==> config.mk <==
export PLATFORM = sky130hd
export DESIGN_NAME = busmaster_dma_regs
export DESIGN_NICKNAME = d
export VERILOG_FILES = /design/src/rtl/bmdma_regs_pkg.sv /design/src/rtl/bmdma_cmd_unit.sv /design/src/rtl/bmdma_status_unit.sv /design/src/rtl/bmdma_base_unit.sv /design/src/rtl/busmaster_dma_regs.sv
export SDC_FILE = /design/constraint.sdc
export NUM_CORES = 1
export LEC_CHECK = 0
export BUFFER_PORTS_ARGS = -buffer_cell sky130_fd_sc_hd__buf_2
export CELL_PAD_IN_SITES_DETAIL_PLACEMENT = 0
export CELL_PAD_IN_SITES_GLOBAL_PLACEMENT = 1
export CORE_MARGIN = 2
export CORE_UTILIZATION = 30
export CTS_BUF_LIST = sky130_fd_sc_hd__clkbuf_4 sky130_fd_sc_hd__clkbuf_8
export DETAILED_ROUTE_END_ITERATION = 10
export PLACE_DENSITY_LB_ADDON = 0.15
export SLEW_MARGIN = 25
export SYNTH_ARGS = -nofsm -noshare
export SYNTH_HDL_FRONTEND = slang
export SYNTH_SLANG_ARGS = --single-unit
==> constraint.sdc <==
create_clock -name clk -period 2.8 [get_ports clk]
set_clock_uncertainty 0.2 [all_clocks]
set_input_delay 0.42 -clock clk [delete_from_list [all_inputs] [get_ports clk]]
set_output_delay 0.42 -clock clk [all_outputs]
set_load 0.03 [all_outputs]
==> src/rtl/bmdma_regs_pkg.sv <==
package bmdma_regs_pkg;

  localparam int DATA_W = 32;
  localparam int LANES  = DATA_W / 8;
  localparam int OFS_W  = 3;

  localparam logic [OFS_W-1:0] OFS_CMD  = 3'd0;
  localparam logic [OFS_W-1:0] OFS_STAT = 3'd2;

  localparam int CMD_GO  = 0;
  localparam int CMD_DIR = 3;
  localparam logic [7:0] CMD_KEEP = 8'h09;

  localparam int ST_ACT = 0;
  localparam int ST_ERR = 1;
  localparam int ST_IRQ = 2;
  localparam logic [7:0] ST_RW = 8'h60;

  typedef enum logic [1:0] {
    SZ_BYTE = 2'd0,
    SZ_HALF = 2'd1,
    SZ_WORD = 2'd2,
    SZ_WIDE = 2'd3
  } acc_size_e;

  function automatic int size_bytes(input acc_size_e sz);
    case (sz)
      SZ_BYTE: return 1;
      SZ_HALF: return 2;
      default: return LANES;
    endcase
  endfunction

  function automatic logic [DATA_W-1:0] size_mask(input acc_size_e sz);
    case (sz)
      SZ_BYTE: return {{(DATA_W-8){1'b0}}, 8'hFF};
      SZ_HALF: return {{(DATA_W-16){1'b0}}, 16'hFFFF};
      default: return {DATA_W{1'b1}};
    endcase
  endfunction

  function automatic logic [LANES-1:0] lane_enables(input logic [1:0] off, input acc_size_e sz);
    logic [LANES-1:0] en;
    int o;
    int nb;
    o  = int'(off);
    nb = size_bytes(sz);
    for (int k = 0; k < LANES; k++) begin
      en[k] = (k >= o) && (k < o + nb);
    end
    return en;
  endfunction

  function automatic logic w1c_update(input logic cur, input logic clr, input logic set);
    return set | (cur & ~clr);
  endfunction

endpackage

==> src/rtl/bmdma_cmd_unit.sv <==
module bmdma_cmd_unit
  import bmdma_regs_pkg::*;
(
  input  logic       clk,
  input  logic       rst_n,
  input  logic       wr_hit,
  input  logic [7:0] wbyte,
  output logic       go_evt,
  output logic       stop_evt,
  output logic       dir_q,
  output logic       cancel_pulse,
  output logic [7:0] cmd_byte
);

  logic [7:0] cmd_q;
  logic       start_q;

  assign start_q  = cmd_q[CMD_GO];
  assign dir_q    = cmd_q[CMD_DIR];
  assign cmd_byte = cmd_q;

  assign go_evt   = wr_hit &&  wbyte[CMD_GO] && !start_q;
  assign stop_evt = wr_hit && !wbyte[CMD_GO] &&  start_q;

  always_ff @(posedge clk) begin
    if (!rst_n) begin
      cmd_q        <= '0;
      cancel_pulse <= 1'b0;
    end else begin
      cancel_pulse <= stop_evt;
      if (wr_hit) cmd_q <= wbyte & CMD_KEEP;
    end
  end

  // a cancel pulse follows only a 1-to-0 change of the start bit
  assert_cancel_on_fall_R2: assert property (@(posedge clk) disable iff (!rst_n)
    cancel_pulse |-> (!start_q && $past(start_q)));

  // a write that keeps the start bit never yields a cancel
  assert_same_start_quiet_R1: assert property (@(posedge clk) disable iff (!rst_n)
    (wr_hit && (wbyte[CMD_GO] == start_q)) |=> !cancel_pulse);

  // only the start and direction bits survive
  assert_cmd_bits_R4: assert property (@(posedge clk) disable iff (!rst_n)
    wr_hit |=> (cmd_q == ($past(wbyte) & CMD_KEEP)));

endmodule

==> src/rtl/bmdma_status_unit.sv <==
module bmdma_status_unit
  import bmdma_regs_pkg::*;
(
  input  logic       clk,
  input  logic       rst_n,
  input  logic       go_evt,
  input  logic       stop_evt,
  input  logic       wr_hit,
  input  logic [7:0] wbyte,
  input  logic       eng_done,
  input  logic       eng_more,
  input  logic       eng_err,
  input  logic       drive_irq,
  output logic       active_q,
  output logic       start_pulse,
  output logic [7:0] stat_byte
);

  logic       err_q;
  logic       irq_q;
  logic       irq_prev;
  logic [7:0] rw_q;
  logic       irq_rise;
  logic       act_next;
  logic       err_clr;
  logic       irq_clr;

  assign irq_rise = drive_irq && !irq_prev;
  assign err_clr  = wr_hit && wbyte[ST_ERR];
  assign irq_clr  = wr_hit && wbyte[ST_IRQ];

  always_comb begin
    if (stop_evt)      act_next = 1'b0;
    else if (go_evt)   act_next = 1'b1;
    else if (eng_done) act_next = eng_more;
    else               act_next = active_q;
  end

  always_ff @(posedge clk) begin
    if (!rst_n) begin
      active_q    <= 1'b0;
      start_pulse <= 1'b0;
      err_q       <= 1'b0;
      irq_q       <= 1'b0;
      irq_prev    <= 1'b0;
      rw_q        <= '0;
    end else begin
      active_q    <= act_next;
      start_pulse <= go_evt && !active_q;
      err_q       <= w1c_update(err_q, err_clr, eng_err);
      irq_q       <= w1c_update(irq_q, irq_clr, irq_rise);
      irq_prev    <= drive_irq;
      if (wr_hit) rw_q <= wbyte & ST_RW;
    end
  end

  always_comb begin
    stat_byte         = rw_q;
    stat_byte[ST_ACT] = active_q;
    stat_byte[ST_ERR] = err_q;
    stat_byte[ST_IRQ] = irq_q;
  end

  // a start pulse only when active was clear and is now set
  assert_start_when_idle_R3: assert property (@(posedge clk) disable iff (!rst_n)
    start_pulse |-> (active_q && !$past(active_q)));

  // a stop leaves active clear
  assert_stop_clears_R2: assert property (@(posedge clk) disable iff (!rst_n)
    stop_evt |=> !active_q);

  // done alone loads active from the more flag
  assert_done_more_R9: assert property (@(posedge clk) disable iff (!rst_n)
    (eng_done && !go_evt && !stop_evt) |=> (active_q == $past(eng_more)));

  // an error strobe always lands in the error bit
  assert_err_sets_R10: assert property (@(posedge clk) disable iff (!rst_n)
    eng_err |=> err_q);

  // a rising drive interrupt always lands in the interrupt bit
  assert_irq_rise_R6: assert property (@(posedge clk) disable iff (!rst_n)
    irq_rise |=> irq_q);

  // without a written 1 or new event the sticky bits hold
  assert_err_sticky_R5: assert property (@(posedge clk) disable iff (!rst_n)
    (!err_clr && !eng_err) |=> (err_q == $past(err_q)));

endmodule

==> src/rtl/bmdma_base_unit.sv <==
module bmdma_base_unit
  import bmdma_regs_pkg::*;
(
  input  logic              clk,
  input  logic              rst_n,
  input  logic              wr_hit,
  input  logic [1:0]        off,
  input  acc_size_e         sz,
  input  logic [DATA_W-1:0] wdata,
  input  logic              reload,
  output logic [DATA_W-1:0] base_q,
  output logic [DATA_W-1:0] ptr_q
);

  logic [LANES-1:0]  lane_we;
  logic [DATA_W-1:0] shifted;

  assign lane_we = wr_hit ? lane_enables(off, sz) : '0;
  assign shifted = wdata << {off, 3'b000};

  for (genvar k = 0; k < LANES; k++) begin : g_lane
    localparam logic [7:0] KEEP = (k == 0) ? 8'hFC : 8'hFF;

    always_ff @(posedge clk) begin
      if (!rst_n)          base_q[k*8 +: 8] <= '0;
      else if (lane_we[k]) base_q[k*8 +: 8] <= shifted[k*8 +: 8] & KEEP;
    end

    // lanes outside the access keep their value
    assert_lane_kept_R7: assert property (@(posedge clk) disable iff (!rst_n)
      !lane_we[k] |=> $stable(base_q[k*8 +: 8]));
  end

  always_ff @(posedge clk) begin
    if (!rst_n)      ptr_q <= '0;
    else if (reload) ptr_q <= base_q;
  end

  // the pointer picks up the base seen at the start request
  assert_ptr_reload_R3: assert property (@(posedge clk) disable iff (!rst_n)
    reload |=> (ptr_q == $past(base_q)));

endmodule

==> src/rtl/busmaster_dma_regs.sv <==
module busmaster_dma_regs
  import bmdma_regs_pkg::*;
(
  input  logic              clk,
  input  logic              rst_n,
  input  logic [OFS_W-1:0]  host_addr,
  input  logic [1:0]        host_size,
  input  logic              host_wr,
  input  logic [DATA_W-1:0] host_wdata,
  output logic [DATA_W-1:0] host_rdata,
  output logic              eng_start,
  output logic              eng_cancel,
  output logic              eng_dir,
  output logic              eng_active,
  output logic [DATA_W-1:0] tbl_base,
  output logic [DATA_W-1:0] desc_ptr,
  input  logic              eng_done,
  input  logic              eng_more,
  input  logic              eng_err,
  input  logic              drive_irq,
  output logic              host_irq
);

  acc_size_e  sz;
  logic       cmd_hit;
  logic       stat_hit;
  logic       base_hit;
  logic       go_evt;
  logic       stop_evt;
  logic [7:0] cmd_byte;
  logic [7:0] stat_byte;

  assign sz       = acc_size_e'(host_size);
  assign cmd_hit  = host_wr && (host_addr == OFS_CMD);
  assign stat_hit = host_wr && (host_addr == OFS_STAT);
  assign base_hit = host_wr && host_addr[2];

  bmdma_cmd_unit u_cmd (
    .clk          (clk),
    .rst_n        (rst_n),
    .wr_hit       (cmd_hit),
    .wbyte        (host_wdata[7:0]),
    .go_evt       (go_evt),
    .stop_evt     (stop_evt),
    .dir_q        (eng_dir),
    .cancel_pulse (eng_cancel),
    .cmd_byte     (cmd_byte)
  );

  bmdma_status_unit u_stat (
    .clk         (clk),
    .rst_n       (rst_n),
    .go_evt      (go_evt),
    .stop_evt    (stop_evt),
    .wr_hit      (stat_hit),
    .wbyte       (host_wdata[7:0]),
    .eng_done    (eng_done),
    .eng_more    (eng_more),
    .eng_err     (eng_err),
    .drive_irq   (drive_irq),
    .active_q    (eng_active),
    .start_pulse (eng_start),
    .stat_byte   (stat_byte)
  );

  bmdma_base_unit u_base (
    .clk    (clk),
    .rst_n  (rst_n),
    .wr_hit (base_hit),
    .off    (host_addr[1:0]),
    .sz     (sz),
    .wdata  (host_wdata),
    .reload (go_evt),
    .base_q (tbl_base),
    .ptr_q  (desc_ptr)
  );

  assign host_irq = drive_irq;

  always_comb begin
    case (host_addr)
      OFS_CMD:  host_rdata = {{(DATA_W-8){1'b0}}, cmd_byte};
      OFS_STAT: host_rdata = {{(DATA_W-8){1'b0}}, stat_byte};
      3'd4, 3'd5, 3'd6, 3'd7:
                host_rdata = (tbl_base >> {host_addr[1:0], 3'b000}) & size_mask(sz);
      default:  host_rdata = size_mask(sz);
    endcase
  end

  // writes to unmapped offsets leave every register alone
  assert_unmapped_quiet_R11: assert property (@(posedge clk) disable iff (!rst_n)
    (host_wr && (host_addr == 3'd1 || host_addr == 3'd3) && !eng_done && !eng_err)
      |=> ($stable(cmd_byte) && $stable(tbl_base) && $stable(stat_byte[6:5])));

  // start and cancel never fire together
  assert_pulses_exclusive_R3: assert property (@(posedge clk) disable iff (!rst_n)
    !(eng_start && eng_cancel));

endmodule

==> impl_metrics.yaml <==
flow_run:
  cap_violations: 0
finish:
  final_area_um2: 5176
  multi_input_area_um2: 2449
  ff_latch_area_um2: 1401
  areaGrowthSynthToFinish_pct: 26.86
  n_antenna_cell: 0
  most-common-layout-cells: "sky130_fd_sc_hd__buf_2 (140), sky130_fd_sc_hd__nand2_1 (99), sky130_fd_sc_hd__dfxtp_1 (70)"
  finish.net_count: 648
  drive_above_1_share: 0.3729
  fill_cells: 1418
  final_cells: 782
  mostFrequentLayoutCell: "sky130_fd_sc_hd__buf_2"
synth:
  synth_sequential_area_ratio: 0.3435
  synth_cell_types: 44
  syn_area_um2: 4080
  post_synth.cell_area_avg_um2: 8.718
  number_of_enable_flip_flop_cells_after_synthesis: 0
  synth_seq_cells: 70
  top_reg_cell_synth: "sky130_fd_sc_hd__dfxtp_1"
  syn-instance-count: 468
  asyncSetResetFlopFracSynth: 0
  yosys_warnings: 0
place:
  numPlacedInstances: 766
  buffer_ports.inserted: 140
  postPlaceCellArea_um2: 5001
  place_hpwl_mm: 10.53
  routabilityCongestion: 0.7952
worst_hold_path:
  holdCritStartpoint: "eng_err"
  whs_endpoint: "u_stat.err_q"
  hold-path-cell-count: 2
  hp-class: "in2reg"
cts:
  tritoncts.num_buffers: 9
  maximum_clock_insertion_buffer_count: 2
  clock_pin_slew_on_the_worst_setup_and_hold_paths_ns: 0.08
  cts_tree: "done"
  cts_htree_levels: 3
  postCtsHoldBufs: 0
  postCtsSetupBuffers: 0
  clk_latency_ns: 0.37
  clock-sinks: 70
  master_cell_of_the_clock_root_buffer: "sky130_fd_sc_hd__clkbuf_8"
  cts_resized: 0
route:
  drt-wirelength-per-cell_um: 18.35
  met2_length_mm: 6.742
  route.antenna.remaining_nets: 0
  top_routing_layer_used: "met4"
  detail_route.wirelength.met1_mm: 6.366
  wl_mm: 14.35
  dr.pass1.iters: 4
  met3RoutedLength_mm: 1.043
  drt_iter0_markers: 168
  routed_via_density: 4.913
  remaining_drc_errors: 0
  vias: 3842
global_route:
  gr-usage-all-layers: 0.2002
  grt_first_pass_wirelength_mm: 21.76
  grt_max_degree: 79
  total_grt_overflow: 0
  number_of_global_route_vias_before_repair: 3699
  initial_antenna_violation_count: 0
timing:
  drv_slew: 0
  grt_setup_unrepaired: "false"
  timing_worst_slew_pin_value_ns: 0.7479
  timing.final.crit_period_ns: 2.510
  hold_viol: 0
  report.final.setup_viol: 0
  whs_ns: 0.07083
  fmax_mhz: 398.4
  finalCritPeriodShare: 0.8964
  timing.slew.headroom: 0.5014
  fin_tns_setup_ns: 0
power:
  cellLeakagePower_nw: 2.263
  power_density_nw_per_um2: 455.6
  finalPower_mw: 2.358
  peakVddDrop_mv: 0.2725
floorplan:
  pin_count: 145
  rows: 42
  die_footprint_um2: 14550
  design.core.area_um2: 13240
  initial_util: 0.3081
  floorplan.die.height_um: 120.6
  die_width_um: 120.6
setup_path:
  critPathLaunchType: "input pin"
  worst_ep_arrival_time_ns: 1.89
  critical_path.reg2reg.startpoint: "u_cmd.cmd_byte[0]"
  required_time_of_the_critical_path_ns: 2.18
  timing.rr.end: "u_base.ptr_q[24]"
  reg2reg_slack_ns: 1.36
  endpoint_kind: "output port"
  crit_type: "in2out"
  rr_worst_depth: 4
  worstPathMaxFanout: 68
status:
  outcome: "finished clean"
flip-flops by register name, summed over array words and instances, names as in the netlist:
name / count
u_base.ptr_q: 30
u_stat.irq_prev: 1
u_cmd.cmd_byte: 2
u_stat.start_pulse: 1
u_stat.active_q: 1
u_stat.irq_q: 1
u_stat.err_q: 1
u_cmd.cancel_pulse: 1
u_base.base_q: 30
u_stat.rw_q: 2
how the worst max path moves through the flow:
| stage | startpoint | end | slack (ns) | cells after the start |
|---|---|---|---|---|
| 6_report | host_addr[0] | host_rdata[12] | 0.29 | 6 |
| 5_1_grt | host_addr[0] | host_rdata[11] | 0.11 | 6 |
| 4_1_cts | host_addr[0] | host_rdata[12] | 0.29 | 6 |
| 3_5_place_dp | host_size[1] | u_base.base_q[23] | 0.17 | 8 |
| 3_3_place_gp | host_size[1] | u_base.base_q[23] | 0.21 | 8 |
| 2_1_floorplan | host_size[1] | u_base.base_q[23] | 0.08 | 10 |
power by group:
part | switching, mW | internal (mW) | leakage [nW] | total (mW)
Sequential | 0.0420 | 1.02 | 0.567 | 1.06
Combinational | 0.335 | 0.208 | 1.60 | 0.543
Clock | 0.391 | 0.361 | 0.0930 | 0.752
Total | 0.768 | 1.59 | 2.26 | 2.36
synthesized netlist by cell type (2+ instances only):
cell type                  number  area [um2]
sky130_fd_sc_hd__nand2_1       99       371.6
sky130_fd_sc_hd__dfxtp_1       70        1401
sky130_fd_sc_hd__mux2i_1       37       370.4
sky130_fd_sc_hd__nor2b_1       34       212.7
sky130_fd_sc_hd__a21boi_1      30       225.2
sky130_fd_sc_hd__mux2_2        19       214.0
sky130_fd_sc_hd__a21oi_1       18       90.09
sky130_fd_sc_hd__clkbuf_1      18       67.56
sky130_fd_sc_hd__nor2_1        17       63.81
sky130_fd_sc_hd__o21ai_0       12       60.06
sky130_fd_sc_hd__buf_2         10       50.05
sky130_fd_sc_hd__a31oi_1        8       50.05
sky130_fd_sc_hd__mux4_2         8       180.2
sky130_fd_sc_hd__o21a_1         8       60.06
sky130_fd_sc_hd__o221a_2        8       90.09
sky130_fd_sc_hd__or2_2          8       50.05
sky130_fd_sc_hd__a22oi_1        7       52.55
sky130_fd_sc_hd__buf_4          7       52.55
sky130_fd_sc_hd__o22a_1         7       61.31
sky130_fd_sc_hd__inv_1          6       22.52
sky130_fd_sc_hd__a21boi_0       4       30.03
sky130_fd_sc_hd__buf_6          4       45.04
sky130_fd_sc_hd__o211ai_1       4       30.03
sky130_fd_sc_hd__buf_1          3       11.26
sky130_fd_sc_hd__and3_1         2       12.51
sky130_fd_sc_hd__ha_1           2       25.02
layer usage:
layer | track usage | up-vias
met5 | 0 | -
met4 | 0.05087 | 0
met3 | 0.05283 | 15
met2 | 0.3326 | 132
met1 | 0.2576 | 1803
li1 | - | 1892
stage by stage:
stage	util	setup WS, ns
floorplan	-	0.08019
global placement	0.3776	0.2099
CTS	0.3909	0.2950
detailed placement	0.3776	0.1706
finish	0.3909	0.2901
global route	0.3909	0.1113
worst max-delay path, cell delays in order:
cell                      delay (ns)
sky130_fd_sc_hd__buf_2          0.12
sky130_fd_sc_hd__buf_12         0.30
sky130_fd_sc_hd__nor2b_1        0.46
sky130_fd_sc_hd__nand2_1        0.11
sky130_fd_sc_hd__a31oi_1        0.23
sky130_fd_sc_hd__buf_2          0.24
layout make-up:
| class | count | share of cell area |
|---|---|---|
| Timing Repair Buffer | 161 | 0.1755 |
| Multi-Input combinational cell | 353 | 0.4730 |
| Clock buffer | 12 | 0.02949 |
| Sequential cell | 70 | 0.2707 |
| Inverter | 6 | 0.004351 |
| Clock inverter | 4 | 0.004351 |
| Tap cell | 176 | 0.04254 |
cells by family after synthesis:
family | count (synthesis) | share of synthesized area
simple gates | 169 | 0.1956
compound gates | 113 | 0.2006
flops | 70 | 0.3435
mux | 64 | 0.1874
buf+inv | 48 | 0.06102
fa+ha+maj | 3 | 0.01104
other cells | 1 | 0.0009191
Note: power is estimated with default switching activity, not from simulation.
